File: src/rtl/pitPkg.sv
package pitPkg;

  typedef enum logic [2:0] {
    MODE_TC       = 3'd0,
    MODE_ONESHOT  = 3'd1,
    MODE_RATE     = 3'd2,
    MODE_SQUARE   = 3'd3,
    MODE_SWSTROBE = 3'd4,
    MODE_HWSTROBE = 3'd5
  } pitMode_e;

  // Strobes from control to datapath for one system clock
  typedef struct packed {
    logic       loadCount;   // copy reload register into count
    logic       decEn;       // lower count by decSel
    logic [1:0] decSel;      // step size 1, 2 or 3
    logic       takeReload;  // capture reloadIn
  } pitStrobe_t;

  // Codes 6 and 7 fold onto the two periodic modes
  function automatic pitMode_e normMode(input logic [2:0] m);
    if (m[2] && m[1]) return pitMode_e'({1'b0, m[1:0]});
    return pitMode_e'(m);
  endfunction

endpackage

File: src/rtl/pitDatapath.sv
module pitDatapath
  import pitPkg::*;
#(
  parameter int CNT_W = 16
) (
  input  logic             clk,
  input  logic             rstN,
  input  pitStrobe_t       strobe,
  input  logic [CNT_W-1:0] reloadIn,
  output logic [CNT_W-1:0] count,
  output logic             cntOdd,
  output logic             eqTwo,
  output logic             wouldTerm
);

  logic [CNT_W-1:0] reloadReg;
  logic [CNT_W-1:0] countReg;
  logic [CNT_W-1:0] decAmt;

  assign decAmt = {{(CNT_W-2){1'b0}}, strobe.decSel};

  always_ff @(posedge clk) begin
    if (!rstN) begin
      reloadReg <= '0;
      countReg  <= '0;
    end else begin
      if (strobe.takeReload) reloadReg <= reloadIn;
      if (strobe.loadCount)  countReg  <= reloadReg;
      else if (strobe.decEn) countReg  <= countReg - decAmt;
    end
  end

  // Zero stands for the full range, so it never terminates on one step
  assign wouldTerm = (countReg != '0) && (countReg <= decAmt);
  assign eqTwo     = (countReg == CNT_W'(2));
  assign cntOdd    = countReg[0];
  assign count     = countReg;

endmodule

File: src/rtl/pitControl.sv
module pitControl
  import pitPkg::*;
#(
  parameter int CNT_W = 16
) (
  input  logic             clk,
  input  logic             rstN,
  input  logic             cntClk,
  input  logic             gate,
  input  logic             modeWr,
  input  logic [2:0]       modeIn,
  input  logic             reloadWr,
  input  logic [CNT_W-1:0] reloadIn,
  input  logic             cntOdd,
  input  logic             eqTwo,
  input  logic             wouldTerm,
  output pitStrobe_t       strobe,
  output logic             outPin
);

  logic     cntQ, gateQ;
  pitMode_e modeReg;
  logic     outReg, loadPend, trigPend, armed, running;

  logic tick, gateRise;
  logic isHw, isPer, isSw;
  logic accept, doLoad, cntStep, periodicTerm;
  logic [1:0] decSel;

  assign tick     = cntQ & ~cntClk;
  assign gateRise = gate & ~gateQ;

  assign isHw  = (modeReg == MODE_ONESHOT) || (modeReg == MODE_HWSTROBE);
  assign isPer = (modeReg == MODE_RATE)    || (modeReg == MODE_SQUARE);
  assign isSw  = (modeReg == MODE_TC)      || (modeReg == MODE_SWSTROBE);

  assign accept  = reloadWr && !modeWr && !(isPer && (reloadIn == CNT_W'(1)));
  assign doLoad  = tick && !modeWr &&
                   (isHw ? trigPend : (loadPend && (!isPer || gate)));
  assign cntStep = tick && !modeWr && !doLoad && running && (isHw || gate);

  always_comb begin
    decSel = 2'd1;
    if (modeReg == MODE_SQUARE) begin
      if (!cntOdd)     decSel = 2'd2;
      else if (outReg) decSel = 2'd1;
      else             decSel = 2'd3;
    end
  end

  assign periodicTerm = cntStep && isPer && wouldTerm;

  always_comb begin
    strobe.loadCount  = doLoad || periodicTerm;
    strobe.decEn      = cntStep && !periodicTerm;
    strobe.decSel     = decSel;
    strobe.takeReload = accept;
  end

  always_ff @(posedge clk) begin
    if (!rstN) begin
      cntQ     <= 1'b0;
      gateQ    <= 1'b0;
      modeReg  <= MODE_TC;
      outReg   <= 1'b1;
      loadPend <= 1'b0;
      trigPend <= 1'b0;
      armed    <= 1'b0;
      running  <= 1'b0;
    end else begin
      cntQ  <= cntClk;
      gateQ <= gate;
      if (modeWr) begin
        modeReg  <= normMode(modeIn);
        outReg   <= (normMode(modeIn) != MODE_TC);
        loadPend <= 1'b0;
        trigPend <= 1'b0;
        armed    <= 1'b0;
        running  <= 1'b0;
      end else begin
        if (tick) begin
          // strobe pulse ends one count period after it began
          if (!isSw && !isHw) begin
          end else if ((modeReg == MODE_SWSTROBE || modeReg == MODE_HWSTROBE) && !outReg)
            outReg <= 1'b1;
          if (doLoad) begin
            running  <= 1'b1;
            loadPend <= 1'b0;
            trigPend <= 1'b0;
            if (modeReg == MODE_ONESHOT) outReg <= 1'b0;
            if (isPer)                   outReg <= 1'b1;
          end else if (cntStep) begin
            unique case (modeReg)
              MODE_TC, MODE_ONESHOT: if (wouldTerm) begin
                outReg  <= 1'b1;
                running <= 1'b0;
              end
              MODE_SWSTROBE, MODE_HWSTROBE: if (wouldTerm) begin
                outReg  <= 1'b0;
                running <= 1'b0;
              end
              MODE_RATE: begin
                if (eqTwo)     outReg <= 1'b0;
                if (wouldTerm) outReg <= 1'b1;
              end
              MODE_SQUARE: if (wouldTerm) outReg <= ~outReg;
              default: ;
            endcase
          end
        end
        if (accept) begin
          if (isHw) armed <= 1'b1;
          if (isSw) begin
            loadPend <= 1'b1;
            running  <= 1'b0;
            if (modeReg == MODE_TC) outReg <= 1'b0;
          end
          if (isPer && !running) loadPend <= 1'b1;
        end
        if (gateRise) begin
          if (isHw && armed)   trigPend <= 1'b1;
          if (isPer && running) loadPend <= 1'b1;
        end
        if (isPer && !gate) outReg <= 1'b1;
      end
    end
  end

  assign outPin = outReg;

endmodule

File: src/rtl/pitChannel.sv
module pitChannel
  import pitPkg::*;
#(
  parameter int CNT_W = 16
) (
  input  logic             clk,
  input  logic             rstN,
  input  logic             cntClk,
  input  logic             gate,
  input  logic             modeWr,
  input  logic [2:0]       modeIn,
  input  logic             reloadWr,
  input  logic [CNT_W-1:0] reloadIn,
  output logic [CNT_W-1:0] count,
  output logic             outPin
);

  pitStrobe_t strobe;
  logic       cntOdd, eqTwo, wouldTerm;

  pitControl #(.CNT_W(CNT_W)) uCtrl (
    .clk       (clk),
    .rstN      (rstN),
    .cntClk    (cntClk),
    .gate      (gate),
    .modeWr    (modeWr),
    .modeIn    (modeIn),
    .reloadWr  (reloadWr),
    .reloadIn  (reloadIn),
    .cntOdd    (cntOdd),
    .eqTwo     (eqTwo),
    .wouldTerm (wouldTerm),
    .strobe    (strobe),
    .outPin    (outPin)
  );

  pitDatapath #(.CNT_W(CNT_W)) uDp (
    .clk       (clk),
    .rstN      (rstN),
    .strobe    (strobe),
    .reloadIn  (reloadIn),
    .count     (count),
    .cntOdd    (cntOdd),
    .eqTwo     (eqTwo),
    .wouldTerm (wouldTerm)
  );

endmodule

File: config.mk
export PLATFORM = sky130hd
export DESIGN_NAME = pitChannel
export DESIGN_NICKNAME = d
export VERILOG_FILES = /design/src/rtl/pitPkg.sv /design/src/rtl/pitDatapath.sv /design/src/rtl/pitControl.sv /design/src/rtl/pitChannel.sv
export SDC_FILE = /design/constraint.sdc
export NUM_CORES = 1
export LEC_CHECK = 0
export ABC_AREA = 1
export BUFFER_PORTS_ARGS = -buffer_cell sky130_fd_sc_hd__buf_4
export CELL_PAD_IN_SITES_DETAIL_PLACEMENT = 0
export CELL_PAD_IN_SITES_GLOBAL_PLACEMENT = 1
export CORE_UTILIZATION = 35
export CTS_CLUSTER_SIZE = 25
export DETAILED_ROUTE_END_ITERATION = 12
export HOLD_SLACK_MARGIN = 0.06
export PLACE_DENSITY = 0.77
export RECOVER_POWER = 100
export SYNTH_ARGS = -nofsm -noshare
export SYNTH_HDL_FRONTEND = slang
export SYNTH_SLANG_ARGS = --single-unit
File: constraint.sdc
create_clock -name clk -period 3.4 [get_ports clk]
set_input_delay 0.68 -clock clk [delete_from_list [all_inputs] [get_ports clk]]
set_output_delay 0.68 -clock clk [all_outputs]
set_load 0.02 [all_outputs]
# ---- Word-level counts from Yosys, hierarchy flattened
# Cells that the tools add are included.
# Widths: inputs -> output; s select.
dict set report op_classes {
  n_eq_ne 7
  n_addsub 1
  mux 49
  reduce_logical 46
  n_bitwise 6
  order_cmp 1
}
# operator count
set op_table {}
lappend op_table {{$mux 1} 39}
lappend op_table {{$mux 16} 2}
lappend op_table {{$logic_and 1x1->1} 20}
lappend op_table {{$eq 16x1->1 const B} 1}
lappend op_table {{$eq 16x2->1 const B} 1}
lappend op_table {{$le 16x2->1} 1}
lappend op_table {{$reduce_bool 16->1} 1}
lappend op_table {{$sub 16x2->16} 1}
lappend op_table {{$mux 3} 4}
lappend op_table {{$logic_not 1->1} 10}
lappend op_table {{$logic_or 1x1->1} 7}
lappend op_table {{$eq 3x2->1 const B} 2}
lappend op_table {{$eq 3x3->1 const B} 2}
lappend op_table {{$mux 2} 3}
lappend op_table {{$reduce_or 2->1} 3}
lappend op_table {{$not 1->1} 4}
lappend op_table {{$pmux 1 s4} 1}
lappend op_table {{$reduce_or 4->1} 1}
lappend op_table {{$eq 3x1->1 const B} 1}
lappend op_table {{$logic_not 3->1} 1}
lappend op_table {{$reduce_bool 3->1} 1}
lappend op_table {{$and 1x1->1} 2}
lappend op_table {{$reduce_and 2->1} 1}
lappend op_table {{$reduce_bool 2->1} 1}
dict set report word_totals {
  ff_bits 42
  elab_cells 120
  inputBits 25
}

# ---- Logic depth before layout (Yosys ltp)
dict set report logic_depth {
  depth_word 19
  ltp_mapped 23
  depth_no_buf 23
}

# ---- Modules after synthesis
# From an unflattened synthesis, not the netlist that was laid out.
dict set report hier_totals {
  hier_cells 359
  area_unflattened_um2 2436.1
}
# mod n_inst area_per_inst_um2 seq_area_each_um2 cells_per_inst
set by_module_without_submodules {}
lappend by_module_without_submodules {pitDatapath 1 1689.1 640.6 233}
lappend by_module_without_submodules {pitControl 1 747.0 200.2 126}

# ---- Least setup slack after synthesis
# No wires, ideal clock.
dict set report synth_path {
  kind {register to register}
  start {register uCtrl.modeReg[1]}
  end {register uDp.countReg[8], in the netlist uDp.count[8]}
  synth_period_minus_slack_ns 2.449
  path_stages_with_launch 20
  n_path_buf 1
  arrival_ns 2.336
  slack_ns 0.951
  setup_time_ns 0.113
  required_ns 3.287
  cell_sequence {dfxtp_1 inv_2 nor2_4 nand2_1 a21oi_1 inv_1 ha_1 ha_1 inv_1 nand2_1 nand2_1 nor2_1 nand3_1 nand2_1 nand2_4 inv_4 buf_8 a211oi_2 o21ai_1 inv_1}
}
dict set report synth_via {
  elab_chain_cells 16
  elab_cells_between_ends 28
}
# item line_no
set synth_rtl {}
lappend synth_rtl {{from (decl)} pitControl.sv:22} ;# pitMode_e modeReg;
lappend synth_rtl {{from (signal assigned)} pitControl.sv:74} ;# modeReg <= normMode(modeIn);
lappend synth_rtl {{branches (longest 16 deep; another with $le 16x2->1)} -}
lappend synth_rtl {{to (signal assigned)} pitDatapath.sv:28} ;# if (strobe.loadCount) countReg <= reloadReg;
lappend synth_rtl {{to (signal assigned)} pitDatapath.sv:29} ;# else if (strobe.decEn) countReg <= countReg - decAmt;
lappend synth_rtl {{to (decl)} pitDatapath.sv:17} ;# logic [CNT_W-1:0] countReg;
# Several ways; the timed one is not identified. The select of a mux whose other input is x is not followed.
# A chain may end at the register's enable or synchronous reset.

# ---- Final worst setup path
# Same ends and word-level chain as after synthesis.

==> impl_metrics.env <==
export IMPL_finalMaxSlewViolations=0
export IMPL_core_um2=6420
export IMPL_yosys_area_share_simple_pct=33.0
export IMPL_synth_cell_types=45
export IMPL_cp_arrival_ns=3.20
export IMPL_final_cell_mix="nand2_1, nor2_1, inv_1, dfxtp_1, o21ai_0"
export IMPL_wl_mm=6.06
export IMPL_num_rows=29
export IMPL_clkPwrFrac_pct=36.8
export IMPL_rrSetupSlack_ns=0.45
export IMPL_clk_latency_ns=0.30
export IMPL_port_buffers=41
export IMPL_final_common_cell="nand2_1"
export IMPL_finalInstanceArea_um2=2720
export IMPL_cp_top_family="simple AND/OR/NAND/NOR gates"
export IMPL_ys_ff_latch=42
export IMPL_p_comb_share_pct=10.3
export IMPL_final_layout_size_suffix_gt1_share_pct=11.2
export IMPL_switching_share_pct=27.4
export IMPL_synthArstFlopShare_pct=0
export IMPL_synthAdderAreaFrac_pct=1.91
export IMPL_required_ns=3.65
export IMPL_cp_slowest_cell="dfxtp_1"
export IMPL_leakage_uw=0.00126
export IMPL_fillCellCount=729
export IMPL_cpMostUsedCell="nand2_1"
export IMPL_ctsResizeCount=0
export IMPL_hold_viol=0
export IMPL_fin_crit_ns=2.95
export IMPL_worst_pin_slew_ns=1.28
export IMPL_power_density_nw_per_um2=363
export IMPL_ys_seq_area_share_pct=35.7
export IMPL_ioPinCount=42
export IMPL_final_nets=419
export IMPL_vias_per_cell=4.84
export IMPL_wl_per_cell_um=12.9
export IMPL_synth_mux_area_share_pct=0
export IMPL_power_frac_seq_pct=52.8
export IMPL_synth_compound_area_share_pct=16.6
export IMPL_slew_headroom_pct=14.9
export IMPL_tns_ns=0
export IMPL_synth_warnings=0
export IMPL_die_x_um=84.1
export IMPL_post_dp_hpwl_mm=4.55
export IMPL_cts_root_buf="clkbuf_8"
export IMPL_max_freq_mhz=339
export IMPL_end_kind="register"
export IMPL_ctsHoldBuffers=0
export IMPL_path_clk_slew_ns=0.09
export IMPL_synthToLayoutAreaGrowth_pct=15.5
export IMPL_synth_xor_area_share_pct=2.23
export IMPL_grt_max_degree=31
export IMPL_irDropWorstVdd_mv=0.180
export IMPL_clock_skew_final_ns=0.00499
export IMPL_clock_sinks=42
export IMPL_clk_path_buf_depth=2
export IMPL_n_antenna_cell=0
export IMPL_ant_nets=0
export IMPL_cp_cell_sequence="inv_1 -> nor2_4 -> nand2_1 -> a21oi_1 -> inv_1 -> ha_1 -> ha_1 -> inv_1 -> nand2_1 -> nand2_1 -> nor2_1 -> nand3_1 -> nand2_1 -> nand2_1 -> inv_4 -> nand2_1 -> nand2_1 -> o21ai_0 -> inv_1"
export IMPL_setup_viol=0
export IMPL_antenna_found_initial=0
export IMPL_violations="DRC"
export IMPL_grt_pass1_vias=2091
export IMPL_postCtsSetupBuffers=0
export IMPL_tritoncts_num_buffers=5
export IMPL_critPathMaxFanout=15
export IMPL_finalPower_uw=989
export IMPL_grtUsageTotal_pct=18.5
export IMPL_pre_cts_ws_ns=0.595
export IMPL_initial_core_util_pct=36.7
export IMPL_vias=2271
export IMPL_placed_area_um2=2700
export IMPL_critical_path_buf_inv_count=5
export IMPL_first_pass_iters=8
export IMPL_die_height_um=84.1
export IMPL_synth_top_family_by_area="simple AND/OR/NAND/NOR gates"
export IMPL_dieArea_um2=7070
export IMPL_power_switching_uw=271
export IMPL_place_gp_congestion=0.852
export IMPL_route_detailed_drc=4
export IMPL_gr_total_overflow=0
export IMPL_h_tree_depth=2
export IMPL_hold_path_class="register to register"
export IMPL_syn_avg_cell_area_um2=6.72
export IMPL_fin_crit_sh_pct=86.7
export IMPL_syn_nets=379
export IMPL_maxCapViolations=0
export IMPL_max_stage_delay_ns=0.44
export IMPL_drt_iter0_markers=136
export IMPL_synth_edf_count=0
export IMPL_syn_inst=351
export IMPL_cts_tree="yes"
export IMPL_rsz0062_at_grt="no"
export IMPL_netlist_area_um2=2360
export IMPL_grt_pass1_wl_mm=10.3
export IMPL_p_int_uw=718
export IMPL_status="finished, violations left"
export IMPL_synth_ff_type="dfxtp_1"
export IMPL_crit_type="register to register"
export IMPL_start_kind="register"
export IMPL_fin_ws_ns=0.453
-- metrics by stage --
step	hold WS, ns	cells	utilization, %
2_1_floorplan	0.429	351	-
3_3_place_gp	0.452	461	42.1
3_5_place_dp	0.455	461	42.1
4_1_cts	0.473	469	43.6
5_1_grt	0.493	469	42.4
6_report	0.470	469	42.4
-- path summary, 6_finish.rpt --
kind                                  from                   endpoint  cells past startpoint
max          uCtrl.modeReg[1]$_SDFFE_PN0P_  uDp.count[8]$_SDFFE_PN0P_                     19
min              uCtrl.trigPend$_SDFF_PP0_  uCtrl.trigPend$_SDFF_PP0_                      2
max reg2reg  uCtrl.modeReg[1]$_SDFFE_PN0P_  uDp.count[8]$_SDFFE_PN0P_                     19
min reg2reg      uCtrl.trigPend$_SDFF_PP0_  uCtrl.trigPend$_SDFF_PP0_                      2
-- flip-flops by register name (all words and copies together) (netlist names) --
register	count
uCtrl.loadPend	1
uCtrl.armed	1
uCtrl.outPin	1
uCtrl.gateQ	1
uCtrl.modeReg	3
uCtrl.running	1
uDp.count	16
uDp.reloadReg	16
uCtrl.trigPend	1
uCtrl.cntQ	1
-- cells in the mapped netlist, types with 2 or more instances --
master	n	area, um2
nand2_1	74	278
nor2_1	67	251
dfxtp_1	42	841
inv_1	42	158
o21ai_0	32	160
nand3_1	15	75.1
a21oi_1	13	65.1
a31oi_1	7	43.8
nor4_1	4	25.0
xor2_1	4	35.0
clkbuf_1	3	11.3
nand2_2	3	18.8
nand4_1	3	18.8
nor3_1	3	15.0
buf_4	2	15.0
clkinv_1	2	7.51
ha_1	2	25.0
inv_4	2	12.5
nand2_4	2	22.5
nor2_4	2	22.5
o31ai_1	2	15.0
xnor2_1	2	17.5
-- logic make-up (layout without fill, tap and decap cells) --
group,count (synthesis),in the layout
buffers and inverters,56,97
xor gates and xnor gates,6,6
AOI/OAI and AO/OA,66,66
adders and majority gates,3,3
and+or+nand+nor,178,178
DFF,42,42
-- routing by layer --
| layer | routed length (um) | track usage [%] | up-vias | part of all wire, % |
|---|---|---|---|---|
| li1 | - | - | 1216 | - |
| met1 | 3200 | 27.6 | 993 | 53 |
| met2 | 2530 | 26.2 | 58 | 42 |
| met3 | 264 | 3.46 | 4 | 4.4 |
| met4 | 62 | 6.74 | 0 | 1.0 |
| met5 | 0 | 0 | - | 0 |
-- power groups by stage --
stage                     Combinational [uW]  Sequential (uW)  Clock [uW]
after floorplan                         62.8              531           0
after global placement                   104              533           0
after detailed placement                 104              534           0
after CTS                                104              523         377
after global routing                     120              525         394
final                                    102              523         364
-- layout make-up --
class	count	area, um2	area share [%]
Clock buffer	6	82.6	3.03
Clock inverter	2	16.3	0.597
Inverter	48	190	6.99
Multi-Input combinational cell	253	1260	46.1
Sequential cell	42	841	30.9
Tap cell	77	96.3	3.54
Timing Repair Buffer	41	240	8.82
-- worst reg2reg max path: stages (launching register included) --
cell,delay [ns]
dfxtp_1,0.44
inv_1,0.17
nor2_4,0.16
nand2_1,0.10
a21oi_1,0.23
inv_1,0.08
ha_1,0.30
ha_1,0.14
inv_1,0.03
nand2_1,0.04
nand2_1,0.06
nor2_1,0.18
nand3_1,0.11
nand2_1,0.13
nand2_1,0.17
inv_4,0.19
nand2_1,0.10
nand2_1,0.07
o21ai_0,0.08
inv_1,0.09
(Power assumes the default switching activity.)
